$ cat config.mk
export PLATFORM = sky130hd
export DESIGN_NAME = bootRemapDecoder
export DESIGN_NICKNAME = d
export VERILOG_FILES = /design/src/rtl/bootRemapPkg.sv /design/src/rtl/remapControl.sv /design/src/rtl/remapDatapath.sv /design/src/rtl/bootRemapDecoder.sv
export SDC_FILE = /design/constraint.sdc
export NUM_CORES = 1
export LEC_CHECK = 0
export BUFFER_PORTS_ARGS = -buffer_cell sky130_fd_sc_hd__buf_2
export CAP_MARGIN = 20
export CORE_MARGIN = 3
export CORE_UTILIZATION = 29
export CTS_CLUSTER_SIZE = 12
export DETAILED_ROUTE_END_ITERATION = 8
export MAX_ROUTING_LAYER = met4
export PLACE_DENSITY = 0.86
export SYNTH_ARGS = -nofsm -noshare
export SYNTH_HDL_FRONTEND = slang
export SYNTH_SLANG_ARGS = --single-unit
$ cat constraint.sdc
create_clock -name clk -period 1.9 [get_ports clk]
set_clock_uncertainty 0.1 [all_clocks]
set_input_delay 0.19 -clock clk [delete_from_list [all_inputs] [get_ports clk]]
set_output_delay 0.19 -clock clk [all_outputs]
set_load 0.02 [all_outputs]
$ cat src/rtl/bootRemapPkg.sv
package bootRemapPkg;
  localparam int NUM_RGN = 6;
  localparam int RGN_FLASH = 0;
  localparam int RGN_DRAM  = 1;
  localparam int RGN_UART  = 2;
  localparam int RGN_REG   = 3;
  localparam int RGN_SRAMA = 4;
  localparam int RGN_SRAMB = 5;

  localparam logic [3:0] TAG_LOW   = 4'h0;
  localparam logic [3:0] TAG_UART  = 4'h9;
  localparam logic [3:0] TAG_REG   = 4'hA;
  localparam logic [3:0] TAG_SRAMA = 4'hB;
  localparam logic [3:0] TAG_SRAMB = 4'hC;

  typedef struct packed {
    logic lowToDram;
    logic armed;
  } remapStrobes_t;
endpackage

$ cat src/rtl/remapControl.sv
module remapControl
  import bootRemapPkg::*;
(
  input  logic          clk,
  input  logic          porRstN,
  input  logic          cpuRstN,
  input  logic          armReq,
  output remapStrobes_t strobes
);
  logic armedQ;
  logic activeQ;

  always_ff @(posedge clk) begin
    if (!porRstN) begin
      armedQ <= 1'b0;
    end else if (armReq) begin
      armedQ <= 1'b1;
    end
  end

  // the active mapping only moves on a processor reset edge
  always_ff @(posedge clk) begin
    if (!porRstN) begin
      activeQ <= 1'b0;
    end else if (!cpuRstN) begin
      activeQ <= armedQ;
    end
  end

  always_comb begin
    strobes.armed     = armedQ;
    strobes.lowToDram = activeQ;
  end

  // mapping changes only right after a processor reset cycle
  assert_remap_on_cpu_reset_R5: assert property (@(posedge clk) disable iff (!porRstN)
    !$stable(activeQ) |-> $past(!cpuRstN));

  // once armed, only power-on reset clears it
  assert_armed_sticky_R6: assert property (@(posedge clk) disable iff (!porRstN)
    $past(armedQ) |-> armedQ);

  // arming needs a control write
  assert_arm_needs_write_R4: assert property (@(posedge clk) disable iff (!porRstN)
    $rose(armedQ) |-> $past(armReq));
endmodule

$ cat src/rtl/remapDatapath.sv
module remapDatapath
  import bootRemapPkg::*;
#(
  parameter int ADDR_W        = 32,
  parameter int DATA_W        = 32,
  parameter int REG_DATA_W    = 16,
  parameter int UART_IDX_W    = 3,
  parameter int UART_DATA_W   = 8,
  parameter int CTRL_WORD_IDX = 64,
  localparam int TAG_W        = 4,
  localparam int OFF_W        = ADDR_W - TAG_W
) (
  input  logic                clk,
  input  logic                porRstN,
  input  remapStrobes_t       strobes,
  input  logic                busValid,
  input  logic                busWrite,
  input  logic [ADDR_W-1:0]   busAddr,
  input  logic                busWdataLsb,
  input  logic [DATA_W-1:0]   tgtRdata,
  output logic [NUM_RGN-1:0]  regionSel,
  output logic                busErr,
  output logic [OFF_W-1:0]    busOffset,
  output logic [DATA_W-1:0]   busRdata,
  output logic                armReq
);
  localparam int WIDX_W = OFF_W - 2;

  logic [TAG_W-1:0]  addrTag;
  logic [WIDX_W-1:0] wordIdx;
  logic [NUM_RGN-1:0] rawSel;

  assign addrTag = busAddr[ADDR_W-1 -: TAG_W];
  assign wordIdx = busAddr[OFF_W-1:2];

  always_comb begin
    rawSel = '0;
    unique case (addrTag)
      TAG_LOW: begin
        if (strobes.lowToDram) rawSel[RGN_DRAM] = 1'b1;
        else                   rawSel[RGN_FLASH] = 1'b1;
      end
      TAG_UART:  rawSel[RGN_UART]  = 1'b1;
      TAG_REG:   rawSel[RGN_REG]   = 1'b1;
      TAG_SRAMA: rawSel[RGN_SRAMA] = 1'b1;
      TAG_SRAMB: rawSel[RGN_SRAMB] = 1'b1;
      default:   rawSel = '0;
    endcase
  end

  assign regionSel = busValid ? rawSel : '0;
  assign busErr    = busValid && (rawSel == '0);

  always_comb begin
    busOffset = busAddr[OFF_W-1:0];
    if (rawSel[RGN_UART]) busOffset = OFF_W'(busAddr[UART_IDX_W-1:0]);
    else if (rawSel[RGN_REG]) busOffset = OFF_W'(wordIdx);
  end

  always_comb begin
    busRdata = tgtRdata;
    if (rawSel == '0)          busRdata = '0;
    else if (rawSel[RGN_REG])  busRdata = DATA_W'(tgtRdata[REG_DATA_W-1:0]);
    else if (rawSel[RGN_UART]) busRdata = DATA_W'(tgtRdata[UART_DATA_W-1:0]);
  end

  assign armReq = busValid && busWrite && rawSel[RGN_REG] &&
                  (wordIdx == WIDX_W'(CTRL_WORD_IDX)) && busWdataLsb;

  // never more than one target selected
  assert_sel_onehot_R1: assert property (@(posedge clk) disable iff (!porRstN)
    $onehot0(regionSel));

  // DRAM hidden while flash owns the low window
  assert_dram_hidden_R3: assert property (@(posedge clk) disable iff (!porRstN)
    !strobes.lowToDram |-> !regionSel[RGN_DRAM]);

  // error carries no select and no data
  assert_err_clean_R7: assert property (@(posedge clk) disable iff (!porRstN)
    busErr |-> (regionSel == '0) && (busRdata == '0));

  // idle bus is quiet
  assert_idle_quiet_R10: assert property (@(posedge clk) disable iff (!porRstN)
    !busValid |-> (regionSel == '0) && !busErr);
endmodule

$ cat src/rtl/bootRemapDecoder.sv
module bootRemapDecoder
  import bootRemapPkg::*;
#(
  parameter int CTRL_WORD_IDX = 64
) (
  input  logic        clk,
  input  logic        porRstN,
  input  logic        cpuRstN,
  input  logic        busValid,
  input  logic        busWrite,
  input  logic [31:0] busAddr,
  input  logic        busWdataLsb,
  input  logic [31:0] tgtRdata,
  output logic [5:0]  regionSel,
  output logic        busErr,
  output logic [27:0] busOffset,
  output logic [31:0] busRdata
);
  remapStrobes_t strobes;
  logic armReq;

  remapControl u_ctrl (
    .clk     (clk),
    .porRstN (porRstN),
    .cpuRstN (cpuRstN),
    .armReq  (armReq),
    .strobes (strobes)
  );

  remapDatapath #(
    .ADDR_W        (32),
    .DATA_W        (32),
    .CTRL_WORD_IDX (CTRL_WORD_IDX)
  ) u_path (
    .clk         (clk),
    .porRstN     (porRstN),
    .strobes     (strobes),
    .busValid    (busValid),
    .busWrite    (busWrite),
    .busAddr     (busAddr),
    .busWdataLsb (busWdataLsb),
    .tgtRdata    (tgtRdata),
    .regionSel   (regionSel),
    .busErr      (busErr),
    .busOffset   (busOffset),
    .busRdata    (busRdata),
    .armReq      (armReq)
  );
endmodule

---- Word level (Yosys, flattened, before mapping) ----
Index checks and enable logic that the tools add are counted.
word-level totals
  register bits after elaboration ......... 2
  bits of input ports ..................... 70
  output and inout bits ................... 67
  word-level logic and storage cells ...... 27
operators by class
  equal/unequal tests ..................... 5
  mux-type cells .......................... 13
  reduce and logical (&&, ||, !) cells .... 7
operators with widths
  operator                                                           count
  32-bit two-way mux                                                 3
  28-bit two-way mux                                                 2
  26-bit by 7-bit == test with 1-bit output (second input constant)  1
  4-bit == test (second input constant)                              4
  6-bit logical NOT                                                  1
  1-bit two-way mux                                                  6
  6-bit two-way mux                                                  1
  1-bit logical AND                                                  5
  4-bit logical NOT                                                  1
  2-bit two-way mux                                                  1

---- Logic depth before layout (Yosys ltp) ----
  word-level depth ........................ 5
  depth in mapped cells ................... 5
  depth with buffers taken out ............ 3

---- Modules after synthesis ----
From an unflattened synthesis, not the netlist that was laid out.
unflattened totals
  cells, all modules ...................... 162
  area total of the unflattened synthesis .. 1011.0 um2
by module, submodules not included
  module         instances  cells an instance  area each (um2)
  remapDatapath  1          155                932.1
  remapControl   1          7                  78.8

---- Worst setup path after synthesis ----
No wires, ideal clock.
  path type ............................... input to output
  from .................................... input port busAddr[28]
  to ...................................... output port busRdata[21]
  arrival ................................. 1.336 ns
  data required time ...................... 1.610 ns
  setup slack ............................. 0.274 ns
  stages .................................. 5
  path buffers ............................ 2
  cells stage by stage .................... xor2_1 -> and2_1 -> clkbuf_2 -> buf_2 -> nor3b_1
on the way
  cells in the longest elaborated chain, start to end .. 5
RTL lines
  item                  RTL line                RTL
  start, declared       bootRemapDecoder.sv:11  input logic [31:0] busAddr,
  4-bit == test         remapDatapath.sv:38     unique case (addrTag)
  1-bit two-way mux     remapDatapath.sv:38
  32-bit two-way mux    remapDatapath.sv:64     else if (rawSel[RGN_UART]) busRdata = DATA_W'(tgtRdata[UART_DATA_W-1:0]);
  32-bit two-way mux    remapDatapath.sv:63     else if (rawSel[RGN_REG]) busRdata = DATA_W'(tgtRdata[REG_DATA_W-1:0]);
  32-bit two-way mux *  remapDatapath.sv:62     if (rawSel == '0) busRdata = '0;
  end, declared         bootRemapDecoder.sv:17  output logic [31:0] busRdata
Every way passes the cells marked *; elsewhere a longest branch is shown, timed or not.

---- Final worst setup path ----
  from .................................... input port busAddr[31]
  to ...................................... output port busRdata[25]
The elaborated chain is that of the path after synthesis.

==> run metrics <==
Finished Cell Area=between 1500 and 2000 µm²; Final Critical Period=between 1.5 and 2 ns; Bufs on Longest Clock Path=2; cells after synthesis=roughly 110; CP Data Required Time=roughly 1.6 ns; WHS Endpoint=u_ctrl.armedQ; setup tns final=0 ns; Hold Crit Class=in -> reg; period utilization=roughly 86%; utilization after layout=between 60% and 70%; Area Growth Syn to Fin=93.3%; main combinational cell family by area after synthesis=simple AND/OR/NAND/NOR gates; die height=58.1 µm; CTS tree=yes; DRC violation count after routing=0; DRT Wirelength=~3700 µm; post-synthesis sequential area ratio=around 5%; Gate power share=75.9%; largest net degree at the start of global routing=26; type of origin of the critical path=input port; Hold Crit Depth=3; flop-to-flop setup slack=approximately 1.2 ns; Worst Setup Path Type=in -> out; post_cts resized=0; Placement Rows=18; Yosys Warn Count=0; Core ar.=roughly 2500 µm²; total die area=about 3400 µm²; post-synthesis simple-gate area fraction=between 50% and 60%; Mean Syn Cell Area=roughly 7.3 µm²; Post-Place Worst Slack=0.228 ns; die width=58.1 µm; Nets=approximately 320; Leakage Power=0.859 nW; Synth top area share=between 20% and 30%; synthesis-stage register bit count=2; met3 routed WL=approximately 470 µm; post-synth cell types=25; RSZ-0062 raised after global routing=false; total power draw=approximately 0.57 mW; hold buffers post-CTS=0; footprint of the multi-input gates=approximately 690 µm²; Setup Fix Bufs, Post-CTS=0; adder-cell share of the synthesized area=0%; Slew @ Worst Pin=0.642 ns; fillers=241; routed length on met2=around 2000 µm; proportion of layout cells with a drive suffix above 1=61.9%; n_diodes=0; Synth Area in Compound Gates=~28%; Slew Viols, Final=0; gpl congestion=~0.8; Reg-to-Reg End=u_ctrl.activeQ; PD cells=between 300 and 400 nW/µm²; Synth Cell Area=roughly 790 µm²; Final ANT Viol Nets=0; Buf+Inv Stages, Crit Path=2; delay-heaviest family, CP=simple AND/OR/NAND/NOR gates; biggest area consumer among synthesized cells=a22o_1; cell-internal power=about 0.30 mW; Register Area=about 40 µm²; Avg WL per Cell=13.3 µm; R2R depth=2; Synth area leaders=a22o_1, nor3b_1, nor2b_1; Iter 0 DRT Violations=84; Worst Setup End Kind=primary output; P_sw=0.275 mW; Via Count=1419; crit-path cells=buf_2 > nor2b_2 > and2_1 > nor3b_1 > buf_2; reg-to-reg startpoint=u_ctrl.activeQ; Fmax=between 600 and 700 MHz; fin cells=roughly 270; CTS buffer count=3; initial antenna violation count=0; initial core utilization=a little under a third; clock slew at reported path FFs=approximately 0.030 ns; clock power share=16.7%; Crit Path Max Fanout=16; hold slack=0.0894 ns; hold path startpoint=porRstN; most frequent CP cell=buf_2; port buffer count=about 140; status=finished, final reports clean; Max Cap Violations=0; root buffer cell=clkbuf_4; Vias/cell=~5.2; sequential power share=between 7 and 8%; M1 wire length=~1200 µm; critical path arrival=between 1 and 1.5 ns; Placed Cells=approximately 270; Setup WS post-layout=0.257 ns; mux share of post-synthesis cell area=about 7.3%; final hold viol count=0; syn nets=between 150 and 200; Pre-antenna DRT Iters=4; final setup vio count=0; H-tree Lvls=1; I/O pins=about 140; vias in the first global route=about 1.3k; DPL Wire Length=around 3100 µm; Placed Area=around 1500 µm²; Total Routing Usage GR=19.1%; TritonCTS Sinks=2; clk_lat worst skew=~0.23 ns; first-pass GRT wire length=5090 µm; Slew headroom=57.2%; Congestion Overflow GR=0; CP max stage delay=around 0.48 ns; post-synthesis xor/xnor area fraction=under 10%; CP max-delay cell=and2_1; Switching Fraction=48.1%; maximum VDD drop=0.292 mV; Top Layer Used=met3
power by group through the flow:
stage	clock (mW)	sequential, mW	combinational, mW
floorplan	0	0.0429	0.249
global placement	0	0.0429	0.428
CTS	0.0993	0.0423	0.435
global route	0.0983	0.0423	0.465
detailed placement	0	0.0429	0.434
finish	0.0957	0.0423	0.434
sequential cells by signal (all words and copies together), names as in the netlist:
| register | flops |
|---|---|
| u_ctrl.activeQ | 1 |
| u_ctrl.armedQ | 1 |
kinds of logic (layout without fill, tap and decap cells):
logic type | Yosys count | after routing
AOI/OAI and AO/OA | 25 | 25
xor gates and xnor gates | 2 | 2
buffers and inverters | 10 | 146
DFF | 2 | 2
muxes | 5 | 5
and+or+nand+nor | 64 | 64
placed cells by master, fill, tap and decap left out:
master	synthesis	layout
a22o_1	23	23
a22oi_1	1	1
and2_1	4	4
and4bb_2	1	1
buf_2	6	136
buf_4	2	6
clkbuf_4	0	3
dfxtp_1	2	2
inv_1	1	1
mux2_2	3	3
mux2i_1	1	1
mux2i_2	1	1
nand2_1	8	8
nand2b_1	1	1
nand4_1	2	2
nor2_1	5	5
nor2b_1	17	17
nor2b_2	1	1
nor3_1	2	2
nor3b_1	16	16
nor4_1	4	4
nor4b_1	3	3
o41ai_1	1	1
xnor2_1	1	1
xor2_1	1	1
cell type report:
type                            count  area share, %
Clock buffer                        3           1.48
Inverter                            1          0.246
Multi-Input combinational cell     96           45.6
Sequential cell                     2           2.63
Tap cell                           30           2.46
Timing Repair Buffer              142           47.6
tightest hold or removal path: stages:
cell and delay (ns):
buf_2 0.09, nand2_1 0.05, o41ai_1 0.05
how the worst max path moves through the flow:
stage                   end  cells past startpoint        start
2_1_floorplan  busRdata[21]                      5  busAddr[28]
3_5_place_dp    busRdata[9]                      5  busAddr[31]
6_report       busRdata[25]                      5  busAddr[31]
5_1_grt        busRdata[30]                      5  busAddr[31]
4_1_cts         busRdata[9]                      5  busAddr[31]
3_3_place_gp   busRdata[12]                      5  busAddr[31]
Yosys cell counts:
cell	n
a22oi_1	1
nor2b_2	1
mux2_2	3
and4bb_2	1
and2_1	4
buf_2	6
inv_1	1
o41ai_1	1
xor2_1	1
nor2_1	5
dfxtp_1	2
nor3_1	2
mux2i_2	1
xnor2_1	1
nor3b_1	16
nand4_1	2
a22o_1	23
nor4b_1	3
nor2b_1	17
mux2i_1	1
buf_4	2
clkbuf_2	1
nand2b_1	1
nand2_1	8
nor4_1	4
routing by layer:
metal	GRT usage, %	up-vias
met5	-	-
met4	3.97	0
met3	3.12	0
met2	38.9	101
met1	18.5	632
li1	-	686
No activity file was read; power rests on OpenSTA's default activity.
